===== src/rtl/acc_cpu_pkg.sv =====
package acc_cpu_pkg;
   localparam int OPC_W = 4;

   typedef enum logic [2:0] {
      ST_FETCH_ADDR,
      ST_FETCH_READ,
      ST_FETCH_CIR,
      ST_DECODE,
      ST_EXEC_ADDR,
      ST_EXEC_READ,
      ST_EXEC_WB,
      ST_HALTED
   } cpu_state_e;

   typedef enum logic [1:0] {
      ALU_PASS,
      ALU_ADD,
      ALU_SUB
   } alu_op_e;

   localparam logic [OPC_W-1:0] OP_HALT  = 4'h0;
   localparam logic [OPC_W-1:0] OP_ADD   = 4'h1;
   localparam logic [OPC_W-1:0] OP_SUB   = 4'h2;
   localparam logic [OPC_W-1:0] OP_STORE = 4'h3;
   localparam logic [OPC_W-1:0] OP_LOAD  = 4'h5;
endpackage


===== src/rtl/acc_cpu_mem.sv =====
module acc_cpu_mem #(
   parameter int ADDR_W = 4,
   parameter int DATA_W = 8
) (
   input  logic              clk,
   input  logic              we,
   input  logic [ADDR_W-1:0] waddr,
   input  logic [DATA_W-1:0] wdata,
   input  logic [ADDR_W-1:0] raddr,
   output logic [DATA_W-1:0] rdata
);
   localparam int DEPTH = 1 << ADDR_W;

   logic [DATA_W-1:0] word_q [DEPTH];

   for (genvar gi = 0; gi < DEPTH; gi++) begin : g_word
      always_ff @(posedge clk) begin
         if (we && (waddr == ADDR_W'(gi))) word_q[gi] <= wdata;
      end
   end

   assign rdata = word_q[raddr];
endmodule


===== src/rtl/acc_cpu_alu.sv =====
module acc_cpu_alu
   import acc_cpu_pkg::*;
#(
   parameter int DATA_W = 8
) (
   input  alu_op_e           op,
   input  logic [DATA_W-1:0] a,
   input  logic [DATA_W-1:0] b,
   output logic [DATA_W-1:0] y
);
   always_comb begin
      case (op)
         ALU_ADD: y = a + b;
         ALU_SUB: y = a - b;
         default: y = b;
      endcase
   end
endmodule


===== src/rtl/acc_cpu_ctrl.sv =====
module acc_cpu_ctrl
   import acc_cpu_pkg::*;
(
   input  logic             clk,
   input  logic             rst_n,
   input  logic [OPC_W-1:0] opcode,
   output cpu_state_e       state,
   output logic             mar_from_pc,
   output logic             mar_from_opnd,
   output logic             mdr_from_mem,
   output logic             mdr_from_acc,
   output logic             cir_load,
   output logic             pc_inc,
   output logic             acc_load,
   output logic             mem_we,
   output alu_op_e          alu_op
);
   cpu_state_e state_q, state_d;
   logic       is_store, has_operand;

   assign is_store    = (opcode == OP_STORE);
   assign has_operand = (opcode == OP_LOAD) || (opcode == OP_ADD) ||
                        (opcode == OP_SUB)  || is_store;

   always_comb begin
      state_d = state_q;
      case (state_q)
         ST_FETCH_ADDR: state_d = ST_FETCH_READ;
         ST_FETCH_READ: state_d = ST_FETCH_CIR;
         ST_FETCH_CIR:  state_d = ST_DECODE;
         ST_DECODE: begin
            if (opcode == OP_HALT) state_d = ST_HALTED;
            else if (has_operand)  state_d = ST_EXEC_ADDR;
            else                   state_d = ST_FETCH_ADDR;
         end
         ST_EXEC_ADDR:  state_d = is_store ? ST_EXEC_WB : ST_EXEC_READ;
         ST_EXEC_READ:  state_d = ST_EXEC_WB;
         ST_EXEC_WB:    state_d = ST_FETCH_ADDR;
         default:       state_d = ST_HALTED;
      endcase
   end

   always_ff @(posedge clk or negedge rst_n) begin
      if (!rst_n) state_q <= ST_FETCH_ADDR;
      else        state_q <= state_d;
   end

   assign state         = state_q;
   assign mar_from_pc   = (state_q == ST_FETCH_ADDR);
   assign pc_inc        = (state_q == ST_FETCH_READ);
   assign mdr_from_mem  = (state_q == ST_FETCH_READ) || (state_q == ST_EXEC_READ);
   assign cir_load      = (state_q == ST_FETCH_CIR);
   assign mar_from_opnd = (state_q == ST_EXEC_ADDR);
   assign mdr_from_acc  = (state_q == ST_EXEC_ADDR) && is_store;
   assign acc_load      = (state_q == ST_EXEC_WB) && !is_store;
   assign mem_we        = (state_q == ST_EXEC_WB) && is_store;

   always_comb begin
      case (opcode)
         OP_ADD:  alu_op = ALU_ADD;
         OP_SUB:  alu_op = ALU_SUB;
         default: alu_op = ALU_PASS;
      endcase
   end
endmodule


===== src/rtl/acc_cpu.sv =====
module acc_cpu
   import acc_cpu_pkg::*;
#(
   parameter int ADDR_W = 4,
   parameter int DATA_W = OPC_W + ADDR_W
) (
   input  logic              clk,
   input  logic              rst_n,
   input  logic              ld_we,
   input  logic [ADDR_W-1:0] ld_addr,
   input  logic [DATA_W-1:0] ld_data,
   output logic              halted,
   output logic [DATA_W-1:0] acc_out
);
   if (ADDR_W < 2 || ADDR_W > 8) begin : g_bad_addr_w
      $error("acc_cpu: ADDR_W must lie in 2..8");
   end
   if (DATA_W != OPC_W + ADDR_W) begin : g_bad_data_w
      $error("acc_cpu: DATA_W must equal opcode width plus ADDR_W");
   end

   cpu_state_e        state;
   logic              mar_from_pc, mar_from_opnd, mdr_from_mem, mdr_from_acc;
   logic              cir_load, pc_inc, acc_load, core_we;
   alu_op_e           alu_op;
   logic [ADDR_W-1:0] pc_q, mar_q;
   logic [DATA_W-1:0] mdr_q, cir_q, acc_q;
   logic [DATA_W-1:0] mem_rdata, alu_y;
   logic              mem_we;
   logic [ADDR_W-1:0] mem_waddr;
   logic [DATA_W-1:0] mem_wdata;
   logic [OPC_W-1:0]  opcode;
   logic [ADDR_W-1:0] operand;

   assign opcode  = cir_q[DATA_W-1 -: OPC_W];
   assign operand = cir_q[ADDR_W-1:0];

   acc_cpu_ctrl u_ctrl (
      .clk           (clk),
      .rst_n         (rst_n),
      .opcode        (opcode),
      .state         (state),
      .mar_from_pc   (mar_from_pc),
      .mar_from_opnd (mar_from_opnd),
      .mdr_from_mem  (mdr_from_mem),
      .mdr_from_acc  (mdr_from_acc),
      .cir_load      (cir_load),
      .pc_inc        (pc_inc),
      .acc_load      (acc_load),
      .mem_we        (core_we),
      .alu_op        (alu_op)
   );

   // Load port owns the write side only while reset holds the core.
   assign mem_we    = rst_n ? core_we : ld_we;
   assign mem_waddr = rst_n ? mar_q   : ld_addr;
   assign mem_wdata = rst_n ? mdr_q   : ld_data;

   acc_cpu_mem #(.ADDR_W(ADDR_W), .DATA_W(DATA_W)) u_mem (
      .clk   (clk),
      .we    (mem_we),
      .waddr (mem_waddr),
      .wdata (mem_wdata),
      .raddr (mar_q),
      .rdata (mem_rdata)
   );

   acc_cpu_alu #(.DATA_W(DATA_W)) u_alu (
      .op (alu_op),
      .a  (acc_q),
      .b  (mdr_q),
      .y  (alu_y)
   );

   always_ff @(posedge clk or negedge rst_n) begin
      if (!rst_n) begin
         pc_q  <= '0;
         mar_q <= '0;
         mdr_q <= '0;
         cir_q <= '0;
         acc_q <= '0;
      end else begin
         if (pc_inc)             pc_q  <= pc_q + 1'b1;
         if (mar_from_pc)        mar_q <= pc_q;
         else if (mar_from_opnd) mar_q <= operand;
         if (mdr_from_mem)       mdr_q <= mem_rdata;
         else if (mdr_from_acc)  mdr_q <= acc_q;
         if (cir_load)           cir_q <= mdr_q;
         if (acc_load)           acc_q <= alu_y;
      end
   end

   assign halted  = (state == ST_HALTED);
   assign acc_out = acc_q;
endmodule


===== config.mk =====
export PLATFORM = sky130hd
export DESIGN_NAME = acc_cpu
export DESIGN_NICKNAME = d
export VERILOG_FILES = /design/src/rtl/acc_cpu_pkg.sv /design/src/rtl/acc_cpu_mem.sv /design/src/rtl/acc_cpu_alu.sv /design/src/rtl/acc_cpu_ctrl.sv /design/src/rtl/acc_cpu.sv
export SDC_FILE = /design/constraint.sdc
export NUM_CORES = 1
export LEC_CHECK = 0
export BUFFER_PORTS_ARGS = -buffer_cell sky130_fd_sc_hd__buf_2
export CORE_MARGIN = 2
export CORE_UTILIZATION = 43
export CTS_BUF_LIST = sky130_fd_sc_hd__clkbuf_4
export CTS_CLUSTER_DIAMETER = 30
export CTS_CLUSTER_SIZE = 30
export DETAILED_ROUTE_END_ITERATION = 10
export PLACE_DENSITY_LB_ADDON = 0.08
export SETUP_SLACK_MARGIN = 0.2
export SLEW_MARGIN = 10
export SYNTH_ARGS = -nofsm -noshare
export SYNTH_HDL_FRONTEND = slang
export SYNTH_SLANG_ARGS = --single-unit
export TNS_END_PERCENT = 20

===== constraint.sdc =====
create_clock -name clk -period 5.1 [get_ports clk]
set_input_delay 1.275 -clock clk [delete_from_list [all_inputs] [get_ports clk]]
set_output_delay 1.275 -clock clk [all_outputs]
set_load 0.1 [all_outputs]

==> results.txt <==
Crit-path cells: and3_1, buf_2
Post-CTS Hold Buffers: 0
# setup viols final: 0
Critical Path Sink Type: output pin
Nets@finish: 535
Hold WC Path Type: reg -> reg
Fin Setup TNS: 0 ns
Tcrit/Tclk final: 62.47%
Max-cap violations: 0
Core area: 16580 sq um
CP bufs+invs: 1
Share of the synthesized area in the top cell type: 52.58%
Vias per cell: 5.701
Largest net degree at the start of global routing: 37
Syn nets: 516
Yosys cell types: 54
Outcome: finished, final reports clean
Sequential Area: 4721 sq um
Post-DRT Antenna Nets: 0
Yosys reg bits: 163
Clock Sinks: 163
Finished Layout Cells: 743
RSZ-0062 raised after global routing: false
Maximum vdd drop: 0.3601 mV
First-pass GRT wire length: 26940 um
WL final: 17480 um
Fin Clk Skew: 0.02237 ns
Slew of the pin with the lowest slew margin: 1.062 ns
All-Layer GR Usage: 20.75%
Slew Limit Fails: 0
Fin util: 47.37%
Synth Warn #: 0
Crit-path max FO: 12
Cell row count: 47
Die ar.: 18060 sq um
DP Cell Count: 710
Clock latency on the worst-skew pair: 0.57 ns
I/O pins: 24
Mapped Area: 7311 sq um
CP delay by family, top: flip-flops
GP Congestion: 0.8234
Cts bufs inserted: 17
Post-Place Setup Slack: 1.845 ns
Rel. slew slack: 29.17%
Pwr Density: 604.2 nW/um^2
DIE HEIGHT: 134.4 um
R2R Setup Slk: 1.93 ns
Post-cts resize count: 0
Post-synth EDFFs: 128
Top post-synthesis cells by area: edfxtp_1, dfrtp_1, mux4_2
Die width: 134.4 um
CP Launch Type: flip-flop
WS Path Type: reg -> out
Max stage delay on crit path: 0.66 ns
CTS tree: yes
Via count: 4236
Crit path required time: 3.83 ns
Multi-input logic area: 2390 sq um
Post-layout minimum cycle time: 3.186 ns
Post-synthesis cell count: 490
Starting density of the core: 44.08%
Worst-case clock buffer depth: 2
Top cell type by total area after synthesis: edfxtp_1
Slowest CP cell: dfrtp_1
First-pass DRT Iterations: 4
I/O Buffers: 23
Async set-reset flop share out of synthesis: 21.47%
WL per Instance: 23.52 um
DP HPWL: 11990 um
Max Freq: 0.3139 GHz
Setup Buffers After CTS: 0
Leak pwr: 2.766 nW
H-tree levels: 4
Crit path DAT: 1.91 ns
Clk pin slew, worst setup/hold paths: 0.15 ns
Number of DRC markers in iteration 0: 238
Vias in the first global route: 4333
Share of cells above drive strength 1: 17.43%
GRT overflow: 0
DR DRC count: 0
Seq/Total Area, Yosys: 64.56%
Mean post-synth cell area: 14.92 sq um
Syn-to-layout area delta: 7.462%
Synth Flop Type: edfxtp_1
CTS Root Cell: clkbuf_4
Initial antenna violation count: 0
Hold Vio Cnt, Final: 0
Setup WS post-layout: 1.914 ns
Fillers: 1508
-- per-stage QoR --
stage	instance area, sq um	hold slack [ns]	total power (W)
6_report	7856	0.4935	0.004746
5_1_grt	7854	0.5181	0.005067
4_1_cts	7854	0.5106	0.004792
3_5_place_dp	7580	0.4764	0.004040
3_3_place_gp	7580	0.4706	0.004020
2_1_floorplan	7311	0.4448	0.003518
-- routing by layer --
layer,global-route usage [%],share of wire (%)
met1,28.58,45
met2,33.50,48
met3,4.006,5.3
met4,6.667,1.7
met5,0,0
-- Yosys cell counts (3+ instances only) --
master	count
edfxtp_1	128
dfrtp_1	35
mux2i_1	32
nor2_1	32
nand2_1	28
mux4_2	19
a21oi_1	18
o21ai_0	15
clkbuf_1	13
inv_1	13
nor3_1	11
ha_1	10
mux2_1	10
mux2_2	10
xnor2_1	10
buf_2	7
nand3_1	7
a31oi_1	6
o21a_1	6
o22ai_1	6
a21o_1	5
mux4_1	5
nand2b_1	5
o211ai_1	5
a221o_1	4
a22oi_1	4
nor4_1	4
a221oi_1	3
nor2b_1	3
o21ai_1	3
or3_1	3
-- area by class of cell --
| class | count | share of cell area [%] |
|---|---|---|
| sequential | 163 | 60.09 |
| multi-input combinational | 286 | 30.42 |
| tap | 220 | 3.504 |
| clock inverter | 15 | 1.863 |
| timing repair buffer | 26 | 1.752 |
| clock buffer | 17 | 1.624 |
| inverter | 15 | 0.7167 |
| antenna | 1 | 0.03185 |
-- worst register-to-register path, stage by stage, from the launching register on --
cell	delay, ns
dfrtp_1	0.44
nor3_1	0.35
nand2_1	0.11
ha_1	0.33
mux2i_1	0.30
ha_1	0.28
nor2b_1	0.14
o2111a_1	0.25
a211o_1	0.33
and3_1	0.18
or2_1	0.22
o211ai_1	0.17
-- state kept, by name, summed over array words and instances (netlist names) --
signal        count
u_mem.word_q    128
acc_out           8
cir_q             8
mdr_q             8
mar_q             4
pc_q              4
u_ctrl.state      3
-- cells by family after synthesis --
logic type | count (synthesis) | synth area share [%]
compound gates | 83 | 7.394
xor+xnor | 12 | 1.438
fa+ha+maj | 11 | 1.985
buf+inv | 41 | 2.755
flops | 163 | 64.56
mux | 76 | 15.11
simple gates | 104 | 6.760
-- layout by cell type (no fill, tap or decap), drive strengths merged, types with 5 or more instances in the layout --
master / netlist / routed
clkinv: 1 / 5
buf: 13 / 26
nand3: 7 / 7
nand2b: 5 / 5
ha: 10 / 10
a21oi: 18 / 18
nor2: 32 / 32
nand2: 29 / 29
o21a: 6 / 6
o211ai: 5 / 5
mux4: 24 / 24
nor3: 11 / 11
clkbuf: 13 / 17
edfxtp: 128 / 128
mux2: 20 / 20
a21o: 5 / 5
mux2i: 32 / 32
o22ai: 6 / 6
xnor2: 10 / 10
inv: 14 / 21
dfrtp: 35 / 35
a31oi: 6 / 6
o21ai: 18 / 18
-- final timing paths --
kind,end,cells after the start,from
setup / recovery,halted,2,u_ctrl.state[2]
hold / removal,pc_q[3],1,pc_q[3]
setup reg to reg,acc_out[7],11,cir_q[5]
hold reg to reg,pc_q[3],1,pc_q[3]
max in group asynchronous,acc_out[0],2,rst_n
min in group asynchronous,pc_q[0],1,rst_n
-- where the power goes --
part | total [W] | leakage (nW) | switching [W] | internal, W
Sequential | 0.00197 | 1.58 | 0.000298 | 0.00168
Combinational | 0.00202 | 1.04 | 0.00123 | 0.000792
Clock | 0.000752 | 0.145 | 0.000496 | 0.000256
Total | 0.00475 | 2.77 | 0.00202 | 0.00272
Power figures use the tool's default switching activity.
